--- src/rtl/erp_pkg.sv ---
package erp_pkg;

  // Single AND condition of a stage: source occupied, destination free.
  function automatic logic may_fire(input logic pred_full,
                                    input logic succ_full,
                                    input logic enable);
    return enable & pred_full & ~succ_full;
  endfunction

  // Head acceptance: the first link must be free.
  function automatic logic head_open(input logic first_full);
    return ~first_full;
  endfunction

  // Tail offer: last link occupied and ring not closed.
  function automatic logic tail_offer(input logic last_full,
                                      input logic closed);
    return last_full & ~closed;
  endfunction

endpackage

--- src/rtl/erp_link_cell.sv ---
module erp_link_cell #(
  parameter int DW = 8
) (
  input  logic          clk,
  input  logic          rst,
  input  logic          fill,
  input  logic          drain,
  input  logic [DW-1:0] din,
  output logic          full,
  output logic [DW-1:0] dout
);

  // Shared occupancy bit: set by the sender, cleared by the receiver.
  always_ff @(posedge clk) begin
    if (rst)        full <= 1'b0;
    else if (fill)  full <= 1'b1;
    else if (drain) full <= 1'b0;
  end

  // Normally closed storage: captures only on a fill.
  always_ff @(posedge clk) begin
    if (rst)       dout <= '0;
    else if (fill) dout <= din;
  end

  AST_FILL_NEEDS_FREE: assert property (@(posedge clk) disable iff (rst)
    fill |-> !full);
  AST_DRAIN_NEEDS_ITEM: assert property (@(posedge clk) disable iff (rst)
    drain |-> full);
  AST_STORE_CLOSED: assert property (@(posedge clk) disable iff (rst)
    !fill |=> $stable(dout));

endmodule

--- src/rtl/erp_stage_gate.sv ---
module erp_stage_gate (
  input  logic pred_full,
  input  logic succ_full,
  input  logic enable,
  output logic fire
);

  assign fire = erp_pkg::may_fire(pred_full, succ_full, enable);

endmodule

--- src/rtl/erp_fire_tally.sv ---
module erp_fire_tally #(
  parameter int NF    = 11,
  parameter int CNT_W = 32
) (
  input  logic             clk,
  input  logic             rst,
  input  logic [NF-1:0]    fire,
  output logic [CNT_W-1:0] count
);

  logic [CNT_W-1:0] step;

  always_comb step = CNT_W'($countones(fire));

  always_ff @(posedge clk) begin
    if (rst) count <= '0;
    else     count <= count + step;
  end

  AST_TALLY_IDLE: assert property (@(posedge clk) disable iff (rst)
    (fire == '0) |=> $stable(count));

endmodule

--- src/rtl/erp_pipeline.sv ---
module erp_pipeline #(
  parameter int N_LINKS = 11,
  parameter int DW      = 8,
  parameter int CNT_W   = 32
) (
  input  logic               clk,
  input  logic               rst,
  input  logic               loop_closed,
  input  logic               in_valid,
  input  logic [DW-1:0]      in_data,
  output logic               in_ready,
  output logic               out_valid,
  output logic [DW-1:0]      out_data,
  input  logic               out_take,
  output logic [N_LINKS-1:0] link_full,
  output logic [CNT_W-1:0]   fire_count
);

  localparam int LAST = N_LINKS - 1;

  // Named internal events
  logic [N_LINKS-1:0] fire;      // fire[0] = wrap stage, fire[k] = stage k
  logic [N_LINKS-1:0] fill;
  logic [N_LINKS-1:0] drain;
  logic               ins_go;
  logic               out_go;
  logic               wrap_en;
  logic [DW-1:0]      ldata [N_LINKS];
  logic [DW-1:0]      ldin  [N_LINKS];

  // Head and tail
  assign in_ready  = erp_pkg::head_open(link_full[0]);
  assign ins_go    = in_valid & in_ready;
  assign out_valid = erp_pkg::tail_offer(link_full[LAST], loop_closed);
  assign out_go    = out_take & out_valid;
  assign out_data  = ldata[LAST];
  assign wrap_en   = loop_closed & ~in_valid;

  // Wrap stage: last link into link 0
  erp_stage_gate u_wrap (
    .pred_full (link_full[LAST]),
    .succ_full (link_full[0]),
    .enable    (wrap_en),
    .fire      (fire[0])
  );

  genvar k;
  generate
    for (k = 1; k < N_LINKS; k++) begin : g_stage
      erp_stage_gate u_gate (
        .pred_full (link_full[k-1]),
        .succ_full (link_full[k]),
        .enable    (1'b1),
        .fire      (fire[k])
      );
      AST_FIRE_ATOMIC: assert property (@(posedge clk) disable iff (rst)
        fire[k] |=> (link_full[k] && !link_full[k-1] &&
                     ldata[k] == $past(ldata[k-1])));
    end

    for (k = 0; k < N_LINKS; k++) begin : g_link
      if (k == 0) begin : g_head
        assign fill[k] = ins_go | fire[0];
        assign ldin[k] = ins_go ? in_data : ldata[LAST];
      end else begin : g_body
        assign fill[k] = fire[k];
        assign ldin[k] = ldata[k-1];
      end
      if (k == LAST) begin : g_tail
        assign drain[k] = fire[0] | out_go;
      end else begin : g_mid
        assign drain[k] = fire[k+1];
      end
      erp_link_cell #(.DW(DW)) u_cell (
        .clk   (clk),
        .rst   (rst),
        .fill  (fill[k]),
        .drain (drain[k]),
        .din   (ldin[k]),
        .full  (link_full[k]),
        .dout  (ldata[k])
      );
    end
  endgenerate

  erp_fire_tally #(.NF(N_LINKS), .CNT_W(CNT_W)) u_tally (
    .clk   (clk),
    .rst   (rst),
    .fire  (fire),
    .count (fire_count)
  );

  AST_INS_LANDS: assert property (@(posedge clk) disable iff (rst)
    ins_go |=> (link_full[0] && ldata[0] == $past(in_data)));
  AST_RING_CONSERVE: assert property (@(posedge clk) disable iff (rst)
    (loop_closed && !ins_go) |=>
      ($countones(link_full) == $past($countones(link_full))));
  AST_TAIL_RELEASE: assert property (@(posedge clk) disable iff (rst)
    out_go |=> !link_full[LAST]);

endmodule

--- config.mk ---
export PLATFORM = sky130hd
export DESIGN_NAME = erp_pipeline
export DESIGN_NICKNAME = d
export VERILOG_FILES = /design/src/rtl/erp_pkg.sv /design/src/rtl/erp_link_cell.sv /design/src/rtl/erp_stage_gate.sv /design/src/rtl/erp_fire_tally.sv /design/src/rtl/erp_pipeline.sv
export SDC_FILE = /design/constraint.sdc
export NUM_CORES = 1
export LEC_CHECK = 0
export BUFFER_PORTS_ARGS = -buffer_cell sky130_fd_sc_hd__buf_4
export CAP_MARGIN = 10
export CORE_MARGIN = 1.5
export CORE_UTILIZATION = 52
export DETAILED_ROUTE_END_ITERATION = 7
export PLACE_DENSITY = 0.75
export SLEW_MARGIN = 20
export SYNTH_ARGS = -nofsm -noshare
export SYNTH_HDL_FRONTEND = slang
export SYNTH_HIERARCHICAL = 1
export SYNTH_SLANG_ARGS = --single-unit
--- constraint.sdc ---
create_clock -name clk -period 3.83 [get_ports clk]
set_clock_uncertainty 0.1 [all_clocks]
set_input_delay 0.383 -clock clk [delete_from_list [all_inputs] [get_ports clk]]
set_output_delay 0.383 -clock clk [all_outputs]
set_load 0.01 [all_outputs]
Yosys cells after proc, flatten, opt, wreduce, memory -nomap -nowiden
Cells that the tools add are included.
Word-level totals
  output and inout port bits: 53
  input bits: 13
  word-level logic and storage cells: 99
  register bits: 131
Operators by class
  reduce and logical (&&, ||, !) cells: 11
  bitwise logic cells: 31
  add/subtract/negate cells: 11
  mux-type cells: 23
Operators by type and width (number)
  $add A32 B32 Y32: 5
  $add A32 B1 Y32: 1
  $mux W1: 22
  $reduce_bool A2 Y1: 11
  $and A1 B1 Y1: 16
  $not A1 Y1: 13
  $add A1 B1 Y2: 5
  $mux W8: 1
  $or A1 B1 Y1: 2

Logic depth before layout (Yosys ltp)
Gate-level depths: netlist of the first run.
  depth after elaboration: 9
  depth in mapped cells: 16

By module
Netlist of the first run, hierarchy kept.
By module, submodules not included
  erp_link_cell: instances 11, cells each 30, area each 321.6 µm²
  erp_fire_tally: instances 1, cells each 204, area each 1829.3 µm²
  erp_pipeline: instances 1, cells each 16, area each 178.9 µm²
  erp_stage_gate: instances 11, cells each 1, area each 8.8 µm²

Least setup slack after synthesis of the first run
Ideal clock, no wire load.
  kind: flip-flop to flip-flop
  from: register g_link[8].u_cell.full
  to: register u_tally.count[16]
  required time: 3.602 ns
  buffers on the path: 1
  stages on the path, launching flop included: 17
  slack: -0.244 ns
  setup time: 0.128 ns
  data arrival time: 3.846 ns
  cells stage by stage: dfxtp_1 and3b_1 ha_1 inv_1 fa_1 fa_1 fa_1 inv_1 ha_1 inv_1 fa_1 nor2b_1 o31a_1 clkbuf_1 o2111ai_1 xnor2_1 nor2_1
On the way
  longest elaborated chain between the ends: 6
RTL lines
  start: declaration: RTL line erp_link_cell.sv:9  | output logic full,
  start signal: assignment: RTL line erp_link_cell.sv:15  | if (rst) full <= 1'b0;
  start signal: assignment: RTL line erp_link_cell.sv:16  | else if (fill) full <= 1'b1;
  start signal: assignment: RTL line erp_link_cell.sv:17  | else if (drain) full <= 1'b0;
  $not A1 Y1: RTL line erp_pkg.sv:7  | return enable & pred_full & ~succ_full;
  $and A1 B1 Y1: RTL line erp_pkg.sv:7
  via drain[7]: RTL line erp_pipeline.sv:24  | logic [N_LINKS-1:0] drain;
  $add A1 B1 Y2 (not written as such): RTL line erp_fire_tally.sv:13  | always_comb step = CNT_W'($countones(fire));
  $add A32 B1 Y32 (not written as such): RTL line erp_fire_tally.sv:13
  $add A32 B32 Y32 (not written as such): RTL line erp_fire_tally.sv:13
  $add A32 B32 Y32: RTL line erp_fire_tally.sv:17  | else count <= count + step;
  end signal: assignment: RTL line erp_fire_tally.sv:17
  end: declaration: RTL line erp_fire_tally.sv:8  | output logic [CNT_W-1:0] count
The timed path passes the listed nets, and every way through them passes these cells.
A chain may end at the register's enable or synchronous reset.

Worst setup path after layout of the first run
  from: register g_link[8].u_cell.full
  to: register u_tally.count[24]
Same word-level chain as after synthesis.

==> results of run 1 <==
## registers in the layout (all words and copies together), names as in the netlist
signal,flops
g_link.u_cell/full,11
u_tally/count,32
g_link.u_cell/dout,88
## worst max path at each step
stage / startpoint / to / slack [ps] / cells past startpoint
after floorplan: g_link[8].u_cell/full$_SDFFE_PP0P_ / u_tally/count[8]$_SDFF_PP0_ / -40 / 16
after global placement: loop_closed / u_tally/count[7]$_SDFF_PP0_ / -140 / 16
after detailed placement: g_link[8].u_cell/full$_SDFFE_PP0P_ / u_tally/count[24]$_SDFF_PP0_ / -260 / 16
after CTS: g_link[8].u_cell/full$_SDFFE_PP0P_ / u_tally/count[24]$_SDFF_PP0_ / -270 / 16
after global routing: g_link[8].u_cell/full$_SDFFE_PP0P_ / u_tally/count[24]$_SDFF_PP0_ / -380 / 16
final: g_link[8].u_cell/full$_SDFFE_PP0P_ / u_tally/count[24]$_SDFF_PP0_ / -280 / 16
## stage by stage
stage          std cells  cell area (µm²)  hold slack, ps
2_1_floorplan        570             5704           354.6
6_report             806             7033           141.1
5_1_grt              806             7033           138.0
3_5_place_dp         773             6385           384.9
4_1_cts              804             6957           125.6
3_3_place_gp         773             6385           373.8
## power breakdown
group          internal (mW)  switching, mW
clock network          0.956          0.588
registers               1.37        0.00690
logic                 0.0608         0.0707
total                   2.39          0.666
## cells by family after synthesis
| group | after synthesis |
|---|---|
| multiplexers | 96 |
| flip-flops | 131 |
| AO/OA/AOI/OAI | 51 |
| buffers and inverters | 62 |
| AND/OR/NAND/NOR | 181 |
| adder cells (fa/ha/maj) | 18 |
| other | 1 |
| XOR/XNOR | 21 |
## worst reg2reg max path, cell delays in order (launching register included)
cell	delay, ps
dfxtp_2	330
and3b_2	240
ha_4	270
inv_2	30
fa_1	450
fa_1	520
fa_1	440
inv_2	80
ha_4	130
inv_2	40
fa_2	350
nor2b_2	150
o31a_1	270
buf_12	160
nor2_1	50
or3_1	310
a21oi_1	120
## area by class of cell
cell class                 count  area, µm²
clock buffer                  19      441.7
clock inverter                12      130.1
fill                         779       3383
inverter                      31      116.4
multi-input combinational    377       2764
sequential                   131       2626
tap                          136      170.2
timing repair buffer         100      784.5
## per-layer routing
| metal | track usage, % | vias up | part of all wire (%) |
|---|---|---|---|
| li1 | - | 2081 | - |
| met1 | 28.89 | 2018 | 46 |
| met2 | 35.53 | 75 | 50 |
| met3 | 5.471 | 11 | 3.5 |
| met4 | 6.762 | 0 | 0.89 |
| met5 | 0 | - | 0 |
## what timing repair did
item / in CTS / in global routing
resized for setup: 1 / 11
gates cloned: 0 / 1
hold endpoints to repair: 0 / 0
pin swaps: 0 / 2
endpoints found under the setup margin: 24 / 28
buffers inserted: 0 / 1
## cell usage in the layout (no fill, tap or decap), types with 4 or more instances in the layout
cell type | netlist | layout
a21oi_1 | 19 | 18
and3b_1 | 11 | 10
buf_4 | 0 | 97
clkbuf_16 | 0 | 17
clkinvlp_4 | 0 | 5
conb_1 | 1 | 10
dfxtp_1 | 131 | 128
fa_1 | 7 | 6
ha_1 | 11 | 9
inv_1 | 31 | 28
mux2_4 | 8 | 8
mux2i_1 | 88 | 88
nand2_1 | 9 | 9
nand2b_1 | 12 | 12
nand4_1 | 4 | 4
nor2_1 | 116 | 115
nor2b_1 | 8 | 7
o2111ai_1 | 5 | 4
o211ai_1 | 6 | 6
o21ai_0 | 8 | 6
o311ai_0 | 4 | 4
o31ai_1 | 4 | 4
or3_1 | 4 | 4
xor2_1 | 19 | 19
==> results.md, run 1 <==
- Compound-Gate Fraction of Synth Area: 5.899%
- GRT Total Usage: 21.96%
- Top delay family on crit path: adder cells
- Netlist area before placement: 5642 µm²
- Post-synth ARST share: 0%
- Worst-Skew Late Latency: 520 ps
- DR pass1 iterations: 4
- Number of global-route vias before repair: 4,115
- Synth Area in Simple Gates: 15.52%
- Top-count cell post-synth: dfxtp_1
- Root Driver: clkbuf_8
- Commonest register cell after synthesis: dfxtp_1
- Mapped Avg Cell Area: 10.06 µm²
- Worst hold path type: primary input to flop
- Synth area leader: dfxtp_1
- CP arrival: 4450 ps
- Critical path class: flop to flop
- Worst hold path depth: 4
- Largest family of logic cells by synthesized area: multiplexers
- Die X-Extent: 107.2 µm
- Crit-path max FO: 7
- Num Clock Sinks: 131
- Buf/Inv on CP: 4
- Worst reg-to-reg setup slack: -280 ps
- Pre-CTS WS: -255.5 ps
- Hold path startpoint: in_data[0]
- Pwr dens: 434.4 nW/µm²
- Share of layout cells above drive strength 1: 23.73%
- Xor and xnor area share after synthesis: 3.260%
- Area of the die: 11,480 µm²
- CP endpoint kind: flop
- Critical path, cell by cell: and3b_2 -> ha_4 -> inv_2 -> fa_1 -> fa_1 -> fa_1 -> inv_2 -> ha_4 -> inv_2 -> fa_2 -> nor2b_2 -> o31a_1 -> buf_12 -> nor2_1 -> or3_1 -> a21oi_1
- Count of final setup violators: 24
- Cells after Synth: 561
- Post-synth EDFFs: 0
- Synth area leaders: dfxtp_1 (46%), mux2i_1 (16%), nor2_1 (7.7%)
- Aggregate global routing overflow: 0
- Crit share post-route: 107.4%
- Routability congestion estimate: 0.7721
- CTS tree: built
- Final Hold Viols: 0
- Fmax: 243.1 MHz
- Multiplexer share of the synthesized area: 17.74%
- RSZ-0062 raised after global routing: true
- Post-Synth Adder-Cell Area: 4.923%
- Routed Antenna Nets: 0
- Worst-path clk slew: 60 ps
- DRC viols: 0
- CORE AREA: 10,420 µm²
- Rel. slew slack: 54.42%
- Die Y: 107.2 µm
- CTS max path bufs: 2
- Synth Register Bits: 131
- Worst stage delay on the critical path: 520 ps
- Iter 0 DRT Violations: 173
- Peak supply drop: 0.0002850 V
- Failing checks: setup timing
- Startpoint Class: flop
- Top cell type's share of synthesized area: 46.48%
- Post-synth cell types: 39
- Hold EP: g_link[0].u_cell/dout[0]$_SDFFE_PP0P_
- Cts hold-fix bufs: 0
- Actual slew at the worst max-slew pin: 677.4 ps
- Half-perimeter wire length after placement: 8301 µm
- Layout Utilization: 67.52%
- WL/cell: 15.10 µm
- Synth Warn #: 6
- Initial antenna violation count: 0
- Crit path max-delay cell type: fa_1
- Seq/Total Area, Yosys: 46.48%
- Fin. max-slew vios: 0
- IO buf count: 65
- Max-cap violations: 0
- Standard-cell rows: 37
- Commonest cells in the netlist: dfxtp_1 (131), nor2_1 (116), mux2i_1 (88), inv_1 (31)
- Critical R2R Capture: u_tally/count[24]$_SDFF_PP0_
- P_leak: 2.818 nW
- Status: finished, violations left
- Htree depth: 4
- Largest net degree at the start of global routing: 65
- Worst R2R Path Depth: 16
- Worst flop-to-flop path startpoint: g_link[8].u_cell/full$_SDFFE_PP0P_
- CP Data Required Time: 4170 ps
- Via density per instance: 5.192
- Global-route wire length before repair: 19,780 µm
- Effective utilization at floorplan: 54.16%
- Setup slack after layout: -283.7 ps
- Nets@finish: 689
- # diodes: 0
- I/O pin total: 66
- Area Growth Syn to Fin: 24.66%
- Min cycle time layout: 4114 ps
- Overall Power: 3.055 mW
- Setup tns final: -3368 ps
- Total number of vias: 4,185
- Total Wirelength: 12,170 µm
- Cts bufs inserted: 17
Power figures use the tool's default switching activity.
==> run 2, diff against run 1 <==
--- a/config.mk
+++ b/config.mk
@@ -8,9 +8,9 @@
 export BUFFER_PORTS_ARGS = -buffer_cell sky130_fd_sc_hd__buf_4
 export CAP_MARGIN = 10
 export CORE_MARGIN = 1.5
-export CORE_UTILIZATION = 52
+export CORE_UTILIZATION = 62
 export DETAILED_ROUTE_END_ITERATION = 7
-export PLACE_DENSITY = 0.75
+export PLACE_DENSITY = 0.84
 export SLEW_MARGIN = 20
 export SYNTH_ARGS = -nofsm -noshare
 export SYNTH_HDL_FRONTEND = slang
==> constraint.sdc (replaced) <==
create_clock -name clk -period 4.93 [get_ports clk]
set_clock_uncertainty 0.1 [all_clocks]
set_input_delay 0.493 -clock clk [delete_from_list [all_inputs] [get_ports clk]]
set_output_delay 0.493 -clock clk [all_outputs]
set_load 0.01 [all_outputs]
==> run 2 against run 1 <==
The run now ends clean. Via count shrank 2.5%. Total power fell by 23%. Clock-buffer cell count fell by 1. Critical path type unchanged.
==> results.md, run 2 (same netlist as run 1, synthesis figures left out) <==
- Routed Antenna Nets: 0 (unchanged)
- Final Hold Viols: 0 (unchanged)
- Fin. max-slew vios: 0 (unchanged)
- Global-route wire length before repair: 19,550 µm (was 19,780 µm)
- Num Clock Sinks: 131 (unchanged)
- DR pass1 iterations: 4 (unchanged)
- Total number of vias: 4,080 (was 4,185)
- Area Growth Syn to Fin: 18.98% (was 24.66%)
- Die X-Extent: 98.39 µm (was 107.2 µm)
- Most frequent cells in the layout: dfxtp_1 (131), nor2_1 (116), mux2i_1 (88), buf_4 (74), inv_1 (31) (was dfxtp_1 (128), nor2_1 (115), buf_4 (97), mux2i_1 (88), inv_1 (28))
- Post-CTS Setup Bufs: 0 (unchanged)
- Routability congestion estimate: 0.7747 (was 0.7721)
- Startpoint Class: flop (unchanged)
- Htree depth: 4 (unchanged)
- Resized cells post-CTS: 0 (was 1)
- Die Y: 98.39 µm (was 107.2 µm)
- Most frequent CP cell: fa_1
- Setup tns final: 0 ps (was -3368 ps)
- WL/cell: 15.63 µm (was 15.10 µm)
- RSZ-0062 raised after global routing: false (was true)
- Rel. slew slack: 47.73% (was 54.42%)
- Max-cap violations: 0 (unchanged)
- Area of the die: 9681 µm² (was 11,480 µm²)
- Crit-path max FO: 6 (was 7)
- Setup slack after layout: 488.8 ps (was -283.7 ps)
- Count of final setup violators: 0 (was 24)
- Root Driver: clkbuf_8 (unchanged)
- Fmax: 225.2 MHz (was 243.1 MHz)
- Via density per instance: 5.418 (was 5.192)
- Number of global-route vias before repair: 4,072 (was 4,115)
- Max reg flops: 88 (unchanged)
- Area of the multi-input gates: 2709 µm² (was 2764 µm²)
- CTS max path bufs: 2 (unchanged)
- Buf/Inv on CP: 3 (was 4)
- Crit share post-route: 90.09% (was 107.4%)
- Total Wirelength: 11,770 µm (was 12,170 µm)
- Non-filler cells, final: 753 (was 806)
- Effective utilization at floorplan: 64.38% (was 54.16%)
- Pwr dens: 351.9 nW/µm² (was 434.4 nW/µm²)
- CTS tree: built (unchanged)
- P_leak: 2.685 nW (was 2.818 nW)
- Most common cell after layout, fill and taps aside: dfxtp_1 (unchanged)
- Register area: 2623 µm² (was 2626 µm²)
- CP endpoint kind: flop (unchanged)
- Half-perimeter wire length after placement: 7977 µm (was 8301 µm)
- Share of layout cells above drive strength 1: 18.45% (was 23.73%)
- DRC viols: 0 (unchanged)
- GRT Total Usage: 25.22% (was 21.96%)
- Nets@finish: 663 (was 689)
- Worst-Skew Late Latency: 510 ps (was 520 ps)
- Critical path class: flop to flop (unchanged)
- Critical path, cell by cell: and3b_1 -> ha_1 -> inv_1 -> fa_1 -> fa_1 -> fa_1 -> inv_1 -> ha_1 -> inv_1 -> fa_1 -> nor2b_1 -> o31a_1 -> nor2_1 -> or3_1 -> a21oi_1 (was and3b_2 -> ha_4 -> inv_2 -> fa_1 -> fa_1 -> fa_1 -> inv_2 -> ha_4 -> inv_2 -> fa_2 -> nor2b_2 -> o31a_1 -> buf_12 -> nor2_1 -> or3_1 -> a21oi_1)
- I/O pin total: 66 (unchanged)
- Min cycle time layout: 4441 ps (was 4114 ps)
- Standard-cell rows: 34 (was 37)
- Aggregate global routing overflow: 0 (unchanged)
- CP Data Required Time: 5270 ps (was 4170 ps)
- Initial antenna violation count: 0 (unchanged)
- Status: finished, final reports clean (was finished, violations left)
- Peak supply drop: 0.0003221 V (was 0.0002850 V)
- Top delay family on crit path: adder cells (unchanged)
- # diodes: 0 (unchanged)
- CP arrival: 4780 ps (was 4450 ps)
- IO buf count: 65 (unchanged)
- Worst stage delay on the critical path: 510 ps (was 520 ps)
- Largest net degree at the start of global routing: 82 (was 65)
- CORE AREA: 8763 µm² (was 10,420 µm²)
- Pre-CTS WS: 445.6 ps (was -255.5 ps)
- Fillers: 582 (was 779)
- Worst hold path type: primary input to flop (unchanged)
- Cts hold-fix bufs: 0 (unchanged)
- Final hold slack: 246.7 ps (was 141.1 ps)
- Biggest regs: g_link.u_cell/dout: 88 flops, u_tally/count: 32 flops, g_link.u_cell/full: 11 flops (unchanged)
- Iter 0 DRT Violations: 239 (was 173)
- Actual slew at the worst max-slew pin: 784.0 ps (was 677.4 ps)
- Crit path max-delay cell type: fa_1 (unchanged)
- Placed insts: 721 (was 773)
- Overall Power: 2.362 mW (was 3.055 mW)
- Largest Register: g_link.u_cell/dout (unchanged)
- Worst-path clk slew: 60 ps (about the same)
- Cts bufs inserted: 17 (unchanged)
[run 2: changes by cell type in the layout (fill, tap and decap cells not counted), moves of 3 or more]
cell / before / now
dfxtp_2: 3 / 0
buf_4: 97 / 74
dfxtp_1: 128 / 131
inv_1: 28 / 31
clkinvlp_4: 5 / 2
clkinv_4: 0 / 5
clkinv_2: 3 / 0
inv_2: 3 / 0
[run 2: stage by stage]
stage / instance area [µm²] / utilization, %
after floorplan: 5675 / -
after global placement: 6138 / 70.05
after detailed placement: 6138 / 70.05
after CTS: 6713 / 76.60
after global routing: 6713 / 76.60
final: 6713 / 76.60
[run 2: worst paths after layout]
kind	startpoint	to	slack (ps)	cells after the start
worst max-delay path	g_link[9].u_cell/full$_SDFFE_PP0P_	u_tally/count[24]$_SDFF_PP0_	490	15
worst min register to register	g_link[6].u_cell/dout[4]$_SDFFE_PP0P_	g_link[7].u_cell/dout[4]$_SDFFE_PP0P_	400	2
worst min-delay path	in_data[7]	g_link[0].u_cell/dout[7]$_SDFFE_PP0P_	250	4
worst max register to register	g_link[9].u_cell/full$_SDFFE_PP0P_	u_tally/count[24]$_SDFF_PP0_	490	15
[run 2: per-layer routing]
| metal | global-route usage [%] | wire [µm] |
|---|---|---|
| met4 | 6.826 | 120 |
| met3 | 5.440 | 397 |
| met1 | 33.82 | 5422 |
| met2 | 41.46 | 5826 |
| met5 | 0 | 0 |
[run 2: where the power goes]
| part | internal [mW] | switching (mW) | total [mW] |
|---|---|---|---|
| Sequential | 1.07 | 0.00585 | 1.07 |
| Combinational | 0.0413 | 0.0508 | 0.0921 |
| Clock | 0.698 | 0.500 | 1.20 |
[run 2: final cells by class]
type	count	share of cell area (%)
clock buffers	18	6.375
flip-flops and latches	131	39.07
multi-input cells	377	40.35
well taps	108	2.013
inverters	31	1.733
repair buffers	74	8.276
clock inverters	14	2.181
[run 2: worst min-delay path: cells and delay by family]
kind	cells	cell delay [ps]
buffers and inverters	1	80
multiplexers	2	180
AND/OR/NAND/NOR	1	80
